===== config.mk =====
export PLATFORM = sky130hd
export DESIGN_NAME = pin_expander
export DESIGN_NICKNAME = d
export VERILOG_FILES = /design/src/rtl/pin_expander_pkg.sv /design/src/rtl/pin_expander_sync.sv /design/src/rtl/pin_expander_edge.sv /design/src/rtl/pin_expander_regs.sv /design/src/rtl/pin_expander.sv
export SDC_FILE = /design/constraint.sdc
export NUM_CORES = 1
export LEC_CHECK = 0
export ABC_AREA = 1
export CAP_MARGIN = 20
export CELL_PAD_IN_SITES_DETAIL_PLACEMENT = 0
export CELL_PAD_IN_SITES_GLOBAL_PLACEMENT = 1
export CORE_ASPECT_RATIO = 1.25
export CORE_UTILIZATION = 40
export DETAILED_ROUTE_END_ITERATION = 10
export PLACE_DENSITY = 0.94
export SLEW_MARGIN = 30
export SYNTH_ARGS = -nofsm -noshare
export SYNTH_HDL_FRONTEND = slang
export SYNTH_SLANG_ARGS = --single-unit

===== constraint.sdc =====
create_clock -name clk -period 2.6 [get_ports clk]
set_input_delay 0.26 -clock clk [delete_from_list [all_inputs] [get_ports clk]]
set_output_delay 0.26 -clock clk [all_outputs]
set_load 0.02 [all_outputs]

===== src/rtl/pin_expander_pkg.sv =====
package pin_expander_pkg;
   typedef enum logic [2:0] {
      RA_DIR  = 3'd0,
      RA_OUT  = 3'd1,
      RA_IN   = 3'd2,
      RA_CFG  = 3'd3,
      RA_STAT = 3'd4
   } reg_addr_e;

   localparam int REG_ADDR_W = 3;
endpackage


===== src/rtl/pin_expander_sync.sv =====
module pin_expander_sync #(
   parameter int WIDTH  = 16,
   parameter int STAGES = 2
) (
   input  logic             clk,
   input  logic             rst_n,
   input  logic [WIDTH-1:0] d,
   output logic [WIDTH-1:0] q
);
   if (STAGES < 2) begin : g_bad_stages
      $error("pin_expander_sync: STAGES must be at least 2");
   end

   logic [STAGES-1:0][WIDTH-1:0] chain;

   always_ff @(posedge clk or negedge rst_n) begin
      if (!rst_n) begin
         chain <= '0;
      end else begin
         chain[0] <= d;
         for (int k = 1; k < STAGES; k++) begin
            chain[k] <= chain[k-1];
         end
      end
   end

   assign q = chain[STAGES-1];
endmodule


===== src/rtl/pin_expander_edge.sv =====
module pin_expander_edge #(
   parameter int N_SRC = 4
) (
   input  logic             clk,
   input  logic             rst_n,
   input  logic [N_SRC-1:0] lvl,
   input  logic [N_SRC-1:0] en,
   input  logic [N_SRC-1:0] fall_sel,
   input  logic [N_SRC-1:0] clr,
   output logic [N_SRC-1:0] stat,
   output logic             pending
);
   logic [N_SRC-1:0] prev;
   logic [N_SRC-1:0] hit;

   always_ff @(posedge clk or negedge rst_n) begin
      if (!rst_n) prev <= '0;
      else        prev <= lvl;
   end

   for (genvar i = 0; i < N_SRC; i++) begin : g_src
      assign hit[i] = en[i] & (fall_sel[i] ? (prev[i] & ~lvl[i]) : (lvl[i] & ~prev[i]));

      always_ff @(posedge clk or negedge rst_n) begin
         if (!rst_n) stat[i] <= 1'b0;
         else        stat[i] <= hit[i] | (stat[i] & ~clr[i]);
      end

      // sticky without a clear
      p_sticky_r7: assert property (@(posedge clk) disable iff (!rst_n)
         stat[i] && !clr[i] |=> stat[i]);
      // clear without a new edge empties the bit
      p_clear_r7: assert property (@(posedge clk) disable iff (!rst_n)
         clr[i] && !hit[i] |=> !stat[i]);
      // edge beats clear
      p_edge_wins_r8: assert property (@(posedge clk) disable iff (!rst_n)
         clr[i] && hit[i] |=> stat[i]);
      // a bit only rises while its source is enabled
      p_needs_en_r6: assert property (@(posedge clk) disable iff (!rst_n)
         $rose(stat[i]) |-> $past(en[i]));
   end

   assign pending = |(stat & en);
endmodule


===== src/rtl/pin_expander_regs.sv =====
module pin_expander_regs
   import pin_expander_pkg::*;
#(
   parameter int N_PINS = 16,
   parameter int N_SRC  = 4,
   parameter int DATA_W = 16
) (
   input  logic                  clk,
   input  logic                  rst_n,
   input  logic                  wr_en,
   input  logic [REG_ADDR_W-1:0] addr,
   input  logic [DATA_W-1:0]     wdata,
   input  logic [N_PINS-1:0]     in_sync,
   input  logic [N_SRC-1:0]      stat,
   output logic [N_PINS-1:0]     dir,
   output logic [N_PINS-1:0]     dout,
   output logic [N_SRC-1:0]      irq_en,
   output logic [N_SRC-1:0]      irq_fall,
   output logic [N_SRC-1:0]      clr,
   output logic [DATA_W-1:0]     rdata
);
   localparam int CFG_W = 2 * N_SRC;

   if (DATA_W < N_PINS || DATA_W < CFG_W) begin : g_bad_width
      $error("pin_expander_regs: DATA_W too narrow");
   end

   logic wr_dir, wr_out, wr_cfg;

   assign wr_dir = wr_en && (addr == RA_DIR);
   assign wr_out = wr_en && (addr == RA_OUT);
   assign wr_cfg = wr_en && (addr == RA_CFG);
   assign clr    = (wr_en && (addr == RA_STAT)) ? wdata[N_SRC-1:0] : '0;

   always_ff @(posedge clk or negedge rst_n) begin
      if (!rst_n) begin
         dir      <= '0;
         dout     <= '0;
         irq_en   <= '0;
         irq_fall <= '0;
      end else begin
         if (wr_dir) dir  <= wdata[N_PINS-1:0];
         if (wr_out) dout <= wdata[N_PINS-1:0];
         if (wr_cfg) begin
            irq_en   <= wdata[N_SRC-1:0];
            irq_fall <= wdata[CFG_W-1:N_SRC];
         end
      end
   end

   always_comb begin
      rdata = '0;
      case (addr)
         RA_DIR:  rdata[N_PINS-1:0] = dir;
         RA_OUT:  rdata[N_PINS-1:0] = dout;
         RA_IN:   rdata[N_PINS-1:0] = in_sync;
         RA_CFG:  rdata[CFG_W-1:0]  = {irq_fall, irq_en};
         RA_STAT: rdata[N_SRC-1:0]  = stat;
         default: rdata = '0;
      endcase
   end

   // a direction write lands in the register on the next cycle
   p_dir_write_r2: assert property (@(posedge clk) disable iff (!rst_n)
      wr_dir |=> dir == $past(wdata[N_PINS-1:0]));
   // output levels hold when no write targets them
   p_out_hold_r2: assert property (@(posedge clk) disable iff (!rst_n)
      !wr_out |=> $stable(dout));
endmodule


===== src/rtl/pin_expander.sv =====
module pin_expander
   import pin_expander_pkg::*;
#(
   parameter int N_PINS      = 16,
   parameter int N_SRC       = 4,
   parameter int DATA_W      = 16,
   parameter int SYNC_STAGES = 2,
   parameter int SEL_W       = $clog2(N_PINS),
   parameter logic [N_SRC*SEL_W-1:0] SRC_MAP = 16'hFEC9,
   parameter int IRQ_PIN     = 11
) (
   input  logic                  clk,
   input  logic                  rst_n,
   input  logic                  wr_en,
   input  logic [REG_ADDR_W-1:0] addr,
   input  logic [DATA_W-1:0]     wdata,
   output logic [DATA_W-1:0]     rdata,
   input  logic [N_PINS-1:0]     pin_in,
   output logic [N_PINS-1:0]     pin_out,
   output logic [N_PINS-1:0]     pin_oe
);
   if (IRQ_PIN >= N_PINS) begin : g_bad_irq_pin
      $error("pin_expander: IRQ_PIN out of range");
   end

   logic [N_PINS-1:0] in_sync;
   logic [N_PINS-1:0] dir, dout;
   logic [N_SRC-1:0]  src_lvl, irq_en, irq_fall, clr, stat;
   logic              pending;

   pin_expander_sync #(.WIDTH(N_PINS), .STAGES(SYNC_STAGES)) i_sync (
      .clk(clk), .rst_n(rst_n), .d(pin_in), .q(in_sync)
   );

   for (genvar i = 0; i < N_SRC; i++) begin : g_map
      localparam int P = int'(SRC_MAP[i*SEL_W +: SEL_W]);
      if (P >= N_PINS || P == IRQ_PIN) begin : g_bad_map
         $error("pin_expander: bad interrupt source pin");
      end
      assign src_lvl[i] = in_sync[P];
   end

   pin_expander_regs #(.N_PINS(N_PINS), .N_SRC(N_SRC), .DATA_W(DATA_W)) i_regs (
      .clk(clk), .rst_n(rst_n), .wr_en(wr_en), .addr(addr), .wdata(wdata),
      .in_sync(in_sync), .stat(stat), .dir(dir), .dout(dout),
      .irq_en(irq_en), .irq_fall(irq_fall), .clr(clr), .rdata(rdata)
   );

   pin_expander_edge #(.N_SRC(N_SRC)) i_edge (
      .clk(clk), .rst_n(rst_n), .lvl(src_lvl), .en(irq_en), .fall_sel(irq_fall),
      .clr(clr), .stat(stat), .pending(pending)
   );

   for (genvar p = 0; p < N_PINS; p++) begin : g_pin
      if (p == IRQ_PIN) begin : g_irq
         assign pin_oe[p]  = pending | dir[p];
         assign pin_out[p] = pending ? 1'b0 : dout[p];
      end else begin : g_gpio
         assign pin_oe[p]  = dir[p];
         assign pin_out[p] = dout[p];
      end
   end

   // a new status bit on an enabled source pulls the interrupt pin low
   p_irq_on_set_r9: assert property (@(posedge clk) disable iff (!rst_n)
      $rose(|(stat & irq_en)) |-> pin_oe[IRQ_PIN] && !pin_out[IRQ_PIN]);
endmodule


* Word-level counts from Yosys, hierarchy flattened
Cells that the tools add are included.
Widths: inputs -> output; s select.
** Storage, ports and cells
- Register bits :: 80
- Bits in latches :: 0
- RAM bits :: 0
- Memory bits (read-only) :: 0
- Bits of input ports :: 38
- Output and inout port bits :: 48
- Word-level logic and storage cells :: 64
- Memories :: 0
** Cells by class
- $add $sub $neg :: 0
- $mul :: 0
- Divide/modulo/power cells :: 0
- Magnitude comparators :: 0
- Equal/unequal tests :: 4
- Shift-type cells :: 0
- Multiplexer cells :: 9
- Bitwise logic cells :: 34
- Reduce and logical (&&, ||, !) cells :: 6
** Operator list (count)
- $pmux 8 s3 :: 1
- $pmux 4 s5 :: 1
- $and 1x1->1 :: 16
- $pmux 4 s4 :: 1
- $not 1->1 :: 12
- $eq 3x2->1 const B :: 2
- $mux 1 :: 5
- $or 1x1->1 :: 5
- $and 4x4->4 :: 1
- $logic_and 1x1->1 :: 4
- $mux 4 :: 1
- $reduce_or 4->1 :: 1
- $eq 3x1->1 const B :: 1
- $eq 3x3->1 const B :: 1
- $logic_not 3->1 :: 1

* Depth between registers and ports, before layout
- Word-level depth :: 6
- Mapped depth :: 7
- Gate-level depth less buffers :: 6

* Modules after synthesis
A second synthesis with hierarchy kept.
** Second synthesis, totals
- Cells, all modules :: 379
- Area total of the unflattened synthesis :: 3642.2 µm²
** Modules (own cells, without submodules)
- pin_expander_regs :: times used 1, cells an instance 271, area an instance 2318.5 µm², seq. area each 1001.0 µm²
- pin_expander_sync :: times used 1, cells an instance 48, area an instance 920.9 µm², seq. area each 800.8 µm²
- pin_expander_edge :: times used 1, cells an instance 55, area an instance 384.1 µm², seq. area each 200.2 µm²
- pin_expander :: times used 1, cells an instance 5, area an instance 18.8 µm², seq. area each 0.0 µm²

* Worst setup path before layout
No wires, ideal clock.
- Kind :: input port to output port
- Start :: in addr[1]
- End :: out rdata[1]
- Arrival time :: 1056 ps
- Required time :: 2340 ps
- Setup slack :: 1284 ps
- Stages on the path :: 7
- Buffers on the path :: 2
- Cell sequence :: buf_6 -> nor2_4 -> buf_2 -> nand3_1 -> nand2_1 -> nor2_1 -> nand2_1
** On the way
- Longest elaborated chain between the ends :: 2
- Elaborated cells between the ends (all ways) :: 6
- Classes of those cells :: 4 x eq/ne; 1 x mux; 1 x reduce/logical
** RTL lines
- start, declared :: line pin_expander.sv:15 : input logic [REG_ADDR_W-1:0] addr,
- $eq 3x3->1, or another cell as far along :: line pin_expander_regs.sv:53 : case (addr)
- $pmux 4 s5 (*) :: line pin_expander_regs.sv:53
- end, declared :: line pin_expander.sv:17 : output logic [DATA_W-1:0] rdata,
Every way passes the cells marked *; elsewhere a longest branch is shown, timed or not.

* Worst setup path after layout
- Start :: in addr[2]
- End :: out rdata[3]
The elaborated chain is that of the path after synthesis.

==> flow_metrics.env <==
export IMPL_outcome="finished clean"
export IMPL_grt_max_degree=81
export IMPL_fin_skew_ps=12.35
export IMPL_ant_nets=0
export IMPL_portBuffers=85
export IMPL_synth_area_top_cells="dfrtp_1 (56%), nand2_1 (13%), buf_4 (7.0%)"
export IMPL_drive_gt1_share_pct=8.894
export IMPL_hpwl_um=6073
export IMPL_crit_type="input pin to output port"
export IMPL_grt_use_total_pct=20.11
export IMPL_cp_num_cells=8
export IMPL_max_stage_delay_ps=590
export IMPL_finalHoldViolCount=0
export IMPL_slew_violations=0
export IMPL_worst_setup_path_start_kind="input pin"
export IMPL_synthSimpleGateAreaFrac_pct=24.86
export IMPL_synth_largest_area_cell="dfrtp_1"
export IMPL_wirelength_um=8764
export IMPL_rr_worst_depth=3
export IMPL_peakVddDrop_mv=0.3365
export IMPL_globalplace_congestion=0.8633
export IMPL_cts_buffer_depth=2
export IMPL_crit_fanout=11
export IMPL_synthAdderAreaFrac_pct=0
export IMPL_setup_viol=0
export IMPL_via_per_inst=4.795
export IMPL_die_height_um=107.3
export IMPL_dr_pass1_iters=5
export IMPL_critPathSlowestCell="clkdlybuf4s50_1"
export IMPL_path_buf_inv=3
export IMPL_numCtsBuffers=9
export IMPL_ys_types=21
export IMPL_cp_arrival_ps=2190
export IMPL_initial_core_util_pct=41.01
export IMPL_clk_latency_ps=350
export IMPL_grt_pass1_vias=2720
export IMPL_final_common_cell="nand2_1"
export IMPL_grt_pass1_wl_um=13790
export IMPL_synth_area_mux_share_pct=0
export IMPL_ys_seq_area_share_pct=56.42
export IMPL_tightest_slew_ps=733.7
export IMPL_critical_path_top_delay_family="buffers and inverters"
export IMPL_most_common_layout_cells="nand2_1 (122), clkdlybuf4s50_1 (84), dfrtp_1 (80)"
export IMPL_synth_compound_area_share_pct=6.629
export IMPL_cp_required_ps=2340
export IMPL_die_w_um=86.24
export IMPL_antenna_found_initial=0
export IMPL_tns_ps=0
export IMPL_area_growth_pct=28.53
export IMPL_cts_tree="done"
export IMPL_rows=38
export IMPL_wl_per_cell_um=15.08
export IMPL_post_cts_setup_buffer_count=0
export IMPL_fin_crit_sh_pct=94.37
export IMPL_vias=2786
export IMPL_synth_seq_cells=80
export IMPL_finalCriticalPeriod_ps=2454
export IMPL_h_tree_depth=3
export IMPL_syn_inst=392
export IMPL_grt_setup_unrepaired="no"
export IMPL_syn_area_per_cell_um2=9.052
export IMPL_drc=0
export IMPL_synth_nets=430
export IMPL_drtIter0Drc=143
export IMPL_synth_top_area_share_pct=56.42
export IMPL_core_region_area_um2=8653
export IMPL_crit_chain="clkdlybuf4s50_1 > buf_4 > nor2_2 > nand3_1 > nand2_1 > nor2_1 > nand2_1 > clkdlybuf4s50_1"
export IMPL_fmax_mhz=407.6
export IMPL_io_pins=86
export IMPL_grt_overflow_total=0
export IMPL_yosysWarnings=0
export IMPL_synth_xor_area_share_pct=0
export IMPL_holdPathStages=1
export IMPL_clk_pin_slew_ps=80
export IMPL_maxCapViolCount=0
export IMPL_nFillCells=837
export IMPL_holdWs_ps=338.3
export IMPL_fin_nets=494
export IMPL_die_area_um2=9254
export IMPL_clockRootBuffer="clkbuf_8"
export IMPL_antenna_diode_count=0
export IMPL_slew_headroom_pct=51.08
export IMPL_p_total_mw=3.320
export IMPL_p_per_area_nw_per_um2=728.1
export IMPL_cts_sinks=80
export IMPL_synth_top_family_by_area="simple AND/OR/NAND/NOR gates"
export IMPL_hp_class="input pin to register"
export IMPL_end_kind="output port"
export IMPL_syn_area_um2=3548
export IMPL_leakage_nw=2.084
-- worst paths after layout --
kind                              endpoint  slack, ps             from
hold / removal             i_sync.chain[9]        340        pin_in[9]
hold reg to reg                i_sync.q[7]        350  i_sync.chain[7]
setup / recovery                  rdata[3]        150          addr[2]
min in group asynchronous  i_sync.chain[7]        510            rst_n
max in group asynchronous   i_edge.stat[3]       1590            rst_n
setup reg to reg            i_edge.stat[0]       1750      i_sync.q[9]
-- per-layer routing --
| metal | GRT usage (%) | vias up | wire length (um) |
|---|---|---|---|
| met5 | 0 | - | 0 |
| met4 | 7.976 | 0 | 127 |
| met3 | 4.448 | 11 | 438 |
| met2 | 33.56 | 87 | 4353 |
| met1 | 25.25 | 1327 | 3845 |
| li1 | - | 1361 | - |
-- worst reg2reg max path, delay by kind of cell (launching register included) --
kind | cells | cell delay (ps)
flops | 1 | 420
compound gates | 1 | 220
simple gates | 2 | 160
-- synthesized netlist by cell type (all sizes together) --
cell	instances
nand2	123
dfrtp	80
o21ai	47
buf	40
nand3	37
inv	27
nor2	18
nand4	13
clkbuf	5
nor3	2
-- timing repair --
action,4_1_cts,5_1_grt
resized for setup,0,1
hold buffers,0,1
setup endpoints to repair,0,8
hold endpoints to repair,0,1
-- sequential cells by signal, indices dropped and copies added (netlist names) --
register,flops
i_regs.dir,16
i_regs.dout,16
i_sync.chain,16
i_sync.q,16
i_edge.prev,4
i_edge.stat,4
i_regs.irq_en,4
i_regs.irq_fall,4
-- area by class of cell --
type,instances,area [um2],area share [%]
flip-flops and latches,80,2002,43.90
multi-input cells,240,1117,24.50
repair buffers,98,964.7,21.15
well taps,120,150.1,3.292
clock buffers,11,141.4,3.100
inverters,27,105.1,2.305
clock inverters,5,80.08,1.756
-- kinds of logic after synthesis --
logic type / Yosys count
and+or+nand+nor: 193
AOI/OAI and AO/OA: 47
buffers and inverters: 72
DFF: 80
-- metrics by stage --
stage	util, %	cells	setup slack (ps)	instance area [um2]
3_3_place_gp	49.94	564	122.8	4322
4_1_cts	52.50	580	96.04	4543
5_1_grt	52.70	581	32.53	4561
2_1_floorplan	-	392	1284	3548
6_report	52.70	581	146.5	4561
3_5_place_dp	49.94	564	110.5	4322
-- power by group --
| part | total [mW] | internal [mW] | switching, mW | leakage [nW] |
|---|---|---|---|---|
| sequential | 1.53 | 1.41 | 0.121 | 0.956 |
| combinational | 0.778 | 0.353 | 0.425 | 1.02 |
| clock | 1.01 | 0.565 | 0.449 | 0.106 |
Power figures use the tool's default switching activity.
